$ cat src/rtl/vmad_pkg.sv
package vmad_pkg;

  localparam int unsigned SEL_W = 4;

  typedef enum logic [1:0] {
    AVG_PLAIN    = 2'd0,
    AVG_NEG_C    = 2'd1,
    AVG_NEG_PROD = 2'd2,
    AVG_PLUS_ONE = 2'd3
  } avg_mode_e;

  typedef enum logic [1:0] {
    SCL_NONE   = 2'd0,
    SCL_SHR_LO = 2'd1,
    SCL_SHR_HI = 2'd2,
    SCL_SPARE  = 2'd3
  } scale_e;

  // full-word source with the signed flag
  function automatic logic sel_full_signed(input logic [SEL_W-1:0] s);
    return s[3] & s[2] & s[1];
  endfunction

endpackage

$ cat src/rtl/vmad_operand.sv
module vmad_operand #(
  parameter int unsigned W = 32
) (
  input  logic [W-1:0] raw,
  input  logic [3:0]   sel,
  output logic [W:0]   ext
);
  localparam int unsigned BYTE_W = 8;
  localparam int unsigned HALF_W = W / 2;

  logic [BYTE_W-1:0] lane_b;
  logic [HALF_W-1:0] lane_h;
  logic              sgn;

  always_comb begin
    sgn    = sel[3];
    lane_b = raw[{sel[1:0], 3'b000} +: BYTE_W];
    lane_h = sel[0] ? raw[W-1 -: HALF_W] : raw[HALF_W-1:0];
    if (!sel[2]) begin
      ext = {{(W+1-BYTE_W){sgn & lane_b[BYTE_W-1]}}, lane_b};
    end else if (!sel[1]) begin
      ext = {{(W+1-HALF_W){sgn & lane_h[HALF_W-1]}}, lane_h};
    end else begin
      ext = {sgn & raw[W-1], raw};
    end
  end

endmodule

$ cat src/rtl/vmad_product.sv
module vmad_product
  import vmad_pkg::*;
#(
  parameter int unsigned W = 32
) (
  input  logic [W:0]     a_ext,
  input  logic [W:0]     b_ext,
  input  logic [W-1:0]   c,
  input  logic [1:0]     mode,
  output logic [2*W-1:0] acc
);
  localparam int unsigned PW = 2 * W + 2;

  logic signed [PW-1:0]  a_wide;
  logic signed [PW-1:0]  b_wide;
  logic signed [PW-1:0]  full;
  logic        [2*W-1:0] prod;
  logic        [2*W-1:0] prod_m;
  logic        [W-1:0]   c_m;
  logic        [2*W-1:0] sum;

  always_comb begin
    a_wide = {{(W+1){a_ext[W]}}, a_ext};
    b_wide = {{(W+1){b_ext[W]}}, b_ext};
    full   = a_wide * b_wide;
    prod   = full[2*W-1:0];
    prod_m = (mode == AVG_NEG_PROD) ? (~prod + 1'b1) : prod;
    c_m    = (mode == AVG_NEG_C) ? (~c + 1'b1) : c;
    sum    = prod_m + {{W{1'b0}}, c_m};
    acc    = (mode == AVG_PLUS_ONE) ? (sum + 1'b1) : sum;
  end

endmodule

$ cat src/rtl/vmad_post.sv
module vmad_post
  import vmad_pkg::*;
#(
  parameter int unsigned W    = 32,
  parameter int unsigned SH_A = 7,
  parameter int unsigned SH_B = 15
) (
  input  logic [2*W-1:0] acc,
  input  logic [1:0]     scale,
  input  logic           res_signed,
  input  logic           sat_en,
  output logic [W-1:0]   res
);
  localparam int unsigned AMT_W = $clog2(2 * W);
  localparam logic [W-1:0] POS_MAX = {1'b0, {(W-1){1'b1}}};
  localparam logic [W-1:0] NEG_MIN = {1'b1, {(W-1){1'b0}}};

  logic [AMT_W-1:0] amt;
  logic [2*W-1:0]   shifted;
  logic [W-1:0]     hi;
  logic [W-1:0]     lo;
  logic             ovf;

  always_comb begin
    case (scale)
      SCL_SHR_LO: amt = AMT_W'(SH_A);
      SCL_SHR_HI: amt = AMT_W'(SH_B);
      default:    amt = '0;
    endcase
    if (res_signed) shifted = $signed(acc) >>> amt;
    else            shifted = acc >> amt;
    hi = shifted[2*W-1:W];
    lo = shifted[W-1:0];
    if (res_signed) ovf = (hi != {W{lo[W-1]}});
    else            ovf = (hi != '0);
    if (!sat_en || !ovf)  res = lo;
    else if (res_signed)  res = hi[W-1] ? NEG_MIN : POS_MAX;
    else                  res = hi[W-1] ? '0 : '1;
  end

endmodule

$ cat src/rtl/vmad_unit.sv
module vmad_unit
  import vmad_pkg::*;
#(
  parameter int unsigned W     = 32,
  parameter int unsigned IMM_W = 16,
  parameter int unsigned SH_A  = 7,
  parameter int unsigned SH_B  = 15
) (
  input  logic             clk,
  input  logic             rst,
  input  logic             in_valid,
  output logic             in_ready,
  input  logic [W-1:0]     in_a,
  input  logic [W-1:0]     in_b,
  input  logic [W-1:0]     in_c,
  input  logic [IMM_W-1:0] in_imm,
  input  logic             in_use_imm,
  input  logic [3:0]       in_asel,
  input  logic [3:0]       in_bsel,
  input  logic [1:0]       in_mode,
  input  logic [1:0]       in_scale,
  input  logic             in_sat,
  output logic             out_valid,
  input  logic             out_ready,
  output logic [W-1:0]     out_data
);
  logic [W:0]     a_ext;
  logic [W:0]     b_reg_ext;
  logic [W:0]     b_ext;
  logic [2*W-1:0] acc;
  logic           res_signed;
  logic [W-1:0]   res;
  logic           take;

  vmad_operand #(.W(W)) u_op_a (.raw(in_a), .sel(in_asel), .ext(a_ext));
  vmad_operand #(.W(W)) u_op_b (.raw(in_b), .sel(in_bsel), .ext(b_reg_ext));

  always_comb begin
    if (in_use_imm)
      b_ext = {{(W+1-IMM_W){in_bsel[3] & in_imm[IMM_W-1]}}, in_imm};
    else
      b_ext = b_reg_ext;
    res_signed = sel_full_signed(in_asel) | sel_full_signed(in_bsel) |
                 (in_mode == AVG_NEG_C) | (in_mode == AVG_NEG_PROD);
  end

  vmad_product #(.W(W)) u_prod (
    .a_ext(a_ext), .b_ext(b_ext), .c(in_c), .mode(in_mode), .acc(acc)
  );

  vmad_post #(.W(W), .SH_A(SH_A), .SH_B(SH_B)) u_post (
    .acc(acc), .scale(in_scale), .res_signed(res_signed),
    .sat_en(in_sat), .res(res)
  );

  assign in_ready = !out_valid || out_ready;
  assign take     = in_valid && in_ready;

  always_ff @(posedge clk) begin
    if (rst) begin
      out_valid <= 1'b0;
      out_data  <= '0;
    end else if (take) begin
      out_valid <= 1'b1;
      out_data  <= res;
    end else if (out_ready) begin
      out_valid <= 1'b0;
    end
  end

endmodule

$ cat config.mk
export PLATFORM = sky130hd
export DESIGN_NAME = vmad_unit
export DESIGN_NICKNAME = d
export VERILOG_FILES = /design/src/rtl/vmad_pkg.sv /design/src/rtl/vmad_operand.sv /design/src/rtl/vmad_product.sv /design/src/rtl/vmad_post.sv /design/src/rtl/vmad_unit.sv
export SDC_FILE = /design/constraint.sdc
export NUM_CORES = 2
export LEC_CHECK = 0
export BUFFER_PORTS_ARGS = -buffer_cell sky130_fd_sc_hd__buf_2
export CAP_MARGIN = 25
export CORE_MARGIN = 2
export CORE_UTILIZATION = 60
export CTS_CLUSTER_DIAMETER = 200
export DETAILED_ROUTE_END_ITERATION = 8
export PLACE_DENSITY = 0.77
export SETUP_SLACK_MARGIN = 0.2
export SKIP_CTS_REPAIR_TIMING = 1
export SYNTH_ARGS = -nofsm -noshare
export SYNTH_HDL_FRONTEND = slang
export SYNTH_SLANG_ARGS = --single-unit
$ cat constraint.sdc
create_clock -name clk -period 17 [get_ports clk]
set_clock_uncertainty 0.2 [all_clocks]
set_input_delay 3.4 -clock clk [delete_from_list [all_inputs] [get_ports clk]]
set_output_delay 3.4 -clock clk [all_outputs]
set_load 0.05 [all_outputs]
==> metrics.txt <==
R2R depth 6; Post-synth EDFFs 0; Layout area overhead 24.4%; crit path DAT 17.61 ns; failing checks negative setup slack; Hold Crit Class flop to flop; Synth Area in Compound Gates 12.7%; pre-CTS setup slack -0.860 ns; pin count of the biggest net entering global routing 87; via/cell ratio 5.97; initial antenna violation count 5; Total GRT Usage 41.8%; antenna-violating nets left 0; detail-routed net length per standard cell 21.7 um; clock slew at reported path FFs 0.06 ns; cell mode on critical path fa_1; clock sinks 33; post-synth cell types 115; max_slew headroom 36.7%; element type at the critical path end flop; initial core utilization 60.7%; Seq cells post-synth 33; Setup-failing EPs final 32; die width 295 um; Startpoint Class input port; worst hold start out_data[21]; reg2reg start out_valid; # IOs 164; RePlAce Congestion 1.04; post-synth net total 7781; Mapped Cells 6277; first-pass GRT wire length 281000 um; fin cells 8416; commonest non-fill, non-tap cell in the layout inv_1; Fin. Hold Viols 0; detailed-route wire length 183000 um; r2r endpoint out_data[16]; Core Rows 106; core area 83800 um2; max cap viols 0; Worst Hold Depth 1; via count 50300; number of global-route vias before repair 52800; crit-path max FO 8; CP max stage cell fa_1; Mapped Area 50800 um2; post-synthesis xor/xnor area fraction 4.38%; fin nets 8783; clock root cell clkbuf_16; commonest non-fill, non-tap cells in the layout inv_1, fa_1, buf_4; Inst Count DP 8332; post-synthesis mux area share 1.42%; R2R setup slack 15.44 ns; deepest clock path buffer count 2; fmax 56.8 MHz; CP max stage delay 0.57 ns; largest family of logic cells by synthesized area adder cells; RSZ-0062 raised after global routing yes; WHS Endpoint out_data[21]; sequential cell area fraction in the yosys report 1.30%; DRC viols 0; post-route minimum period 17.59 ns; grt total ovfl 0; Adder-Cell Fraction of Synth Area 50.4%; Synth Area in Simple Gates 18.4%; worst path required time 17.01 ns; CTS tree yes; worst-margin pin slew 0.941 ns; asr flop ratio synth 0%; CP Class input port to flop; Die H 295 um; port bufs 163; Final period util 103%; status finished, violations left; clk_lat worst skew 0.28 ns; post-detail-place hpwl 151000 um; top_reg_cell synth dfxtp_1; CTS buffer count 5; H-tree depth 2; layout cells sized above 1 23.6%; warnings from Yosys 0; initial DRC count 5026; die area 87100 um2; First-pass DRT Iterations 7; Final Slew Violations 0; Syn Area/Cell 8.10 um2; fin worst setup slack -0.592 ns
==> stage by stage <==
stage,cell area (um2),hold slack [ns],setup TNS (ns),util [%]
finish,63300,0.281,-16.92,75.5
detailed placement,61300,0.262,-25.79,73.1
CTS,61400,0.276,-18.95,73.2
floorplan,51900,0.567,0,-
global placement,61300,0.261,-20.86,73.1
global route,63300,0.287,-31.62,75.5
==> Yosys cell counts, drive strengths merged, types with 30 or more instances <==
cell | instances | area [um2]
o211ai | 30 | 230
fa | 1126 | 22500
a31oi | 40 | 256
nor4 | 36 | 268
or3 | 39 | 245
nand3 | 65 | 330
dfxtp | 33 | 661
nand2 | 944 | 3540
o21a | 38 | 287
o21ai | 208 | 1040
and3 | 31 | 194
xor2 | 77 | 674
nor3 | 100 | 516
a22o | 32 | 280
mux2i | 55 | 551
a211oi | 64 | 495
o31ai | 32 | 259
nand4 | 56 | 390
nor2 | 578 | 2170
nand2b | 32 | 200
and2 | 66 | 413
a21o | 78 | 586
inv | 1178 | 4420
buf | 56 | 278
ha | 248 | 3100
a21oi | 207 | 1050
xnor2 | 174 | 1550
clkbuf | 284 | 1070
==> per-layer routing <==
layer  share of wire [%]  global-route usage [%]  vias up  wire [um]
li1                    -                       -    21800          -
met1                  35                    49.9    24500      64000
met2                  45                    67.0     3055      82300
met3                  11                    10.7      916      20800
met4                 8.5                    28.4        6      15600
met5               0.022                       0        -         41
==> final cells by class <==
type                       instances  area (um2)
antenna                            2        5.00
inverter                        1178        4420
sequential                        33         661
timing repair buffer            1335       10500
clock buffer                       6         129
fill                            6175       20600
tap                             1134        1420
clock inverter                     2        10.0
multi-input combinational       4726       46100
==> sequential cells by signal, summed over array words and instances, names as in the netlist <==
signal,flops
out_data,32
out_valid,1
==> how the worst max path moves through the flow <==
| stage | slack [ns] | startpoint | cells after the start | to |
|---|---|---|---|---|
| 3_3_place_gp | -0.71 | in_bsel[1] | 52 | out_data[29] |
| 2_1_floorplan | 0.11 | in_asel[1] | 57 | out_data[1] |
| 5_1_grt | -1.05 | in_bsel[1] | 62 | out_data[18] |
| 4_1_cts | -0.66 | in_bsel[1] | 60 | out_data[9] |
| 6_report | -0.59 | in_bsel[1] | 60 | out_data[16] |
| 3_5_place_dp | -0.86 | in_bsel[1] | 61 | out_data[28] |
==> critical path, delay by kind of cell <==
| family | cells | cell delay [ns] |
|---|---|---|
| xor+xnor | 2 | 0.35 |
| simple gates | 11 | 2.67 |
| compound gates | 22 | 4.46 |
| mux | 1 | 0.56 |
| buf+inv | 14 | 1.73 |
| fa+ha+maj | 10 | 4.40 |
==> kinds of logic (layout without fill, tap and decap cells) <==
| family | count (synthesis) | in the layout |
|---|---|---|
| adders and majority gates | 1374 | 1374 |
| xor gates and xnor gates | 251 | 251 |
| buffers and inverters | 1518 | 2521 |
| DFF | 33 | 33 |
| AOI/OAI and AO/OA | 953 | 953 |
| muxes | 66 | 66 |
| and+or+nand+nor | 2082 | 2082 |
| other | 0 | 2 |
Power is not shown: default switching activity piles up to over one toggle a cycle in this logic, so the estimate is an artifact.
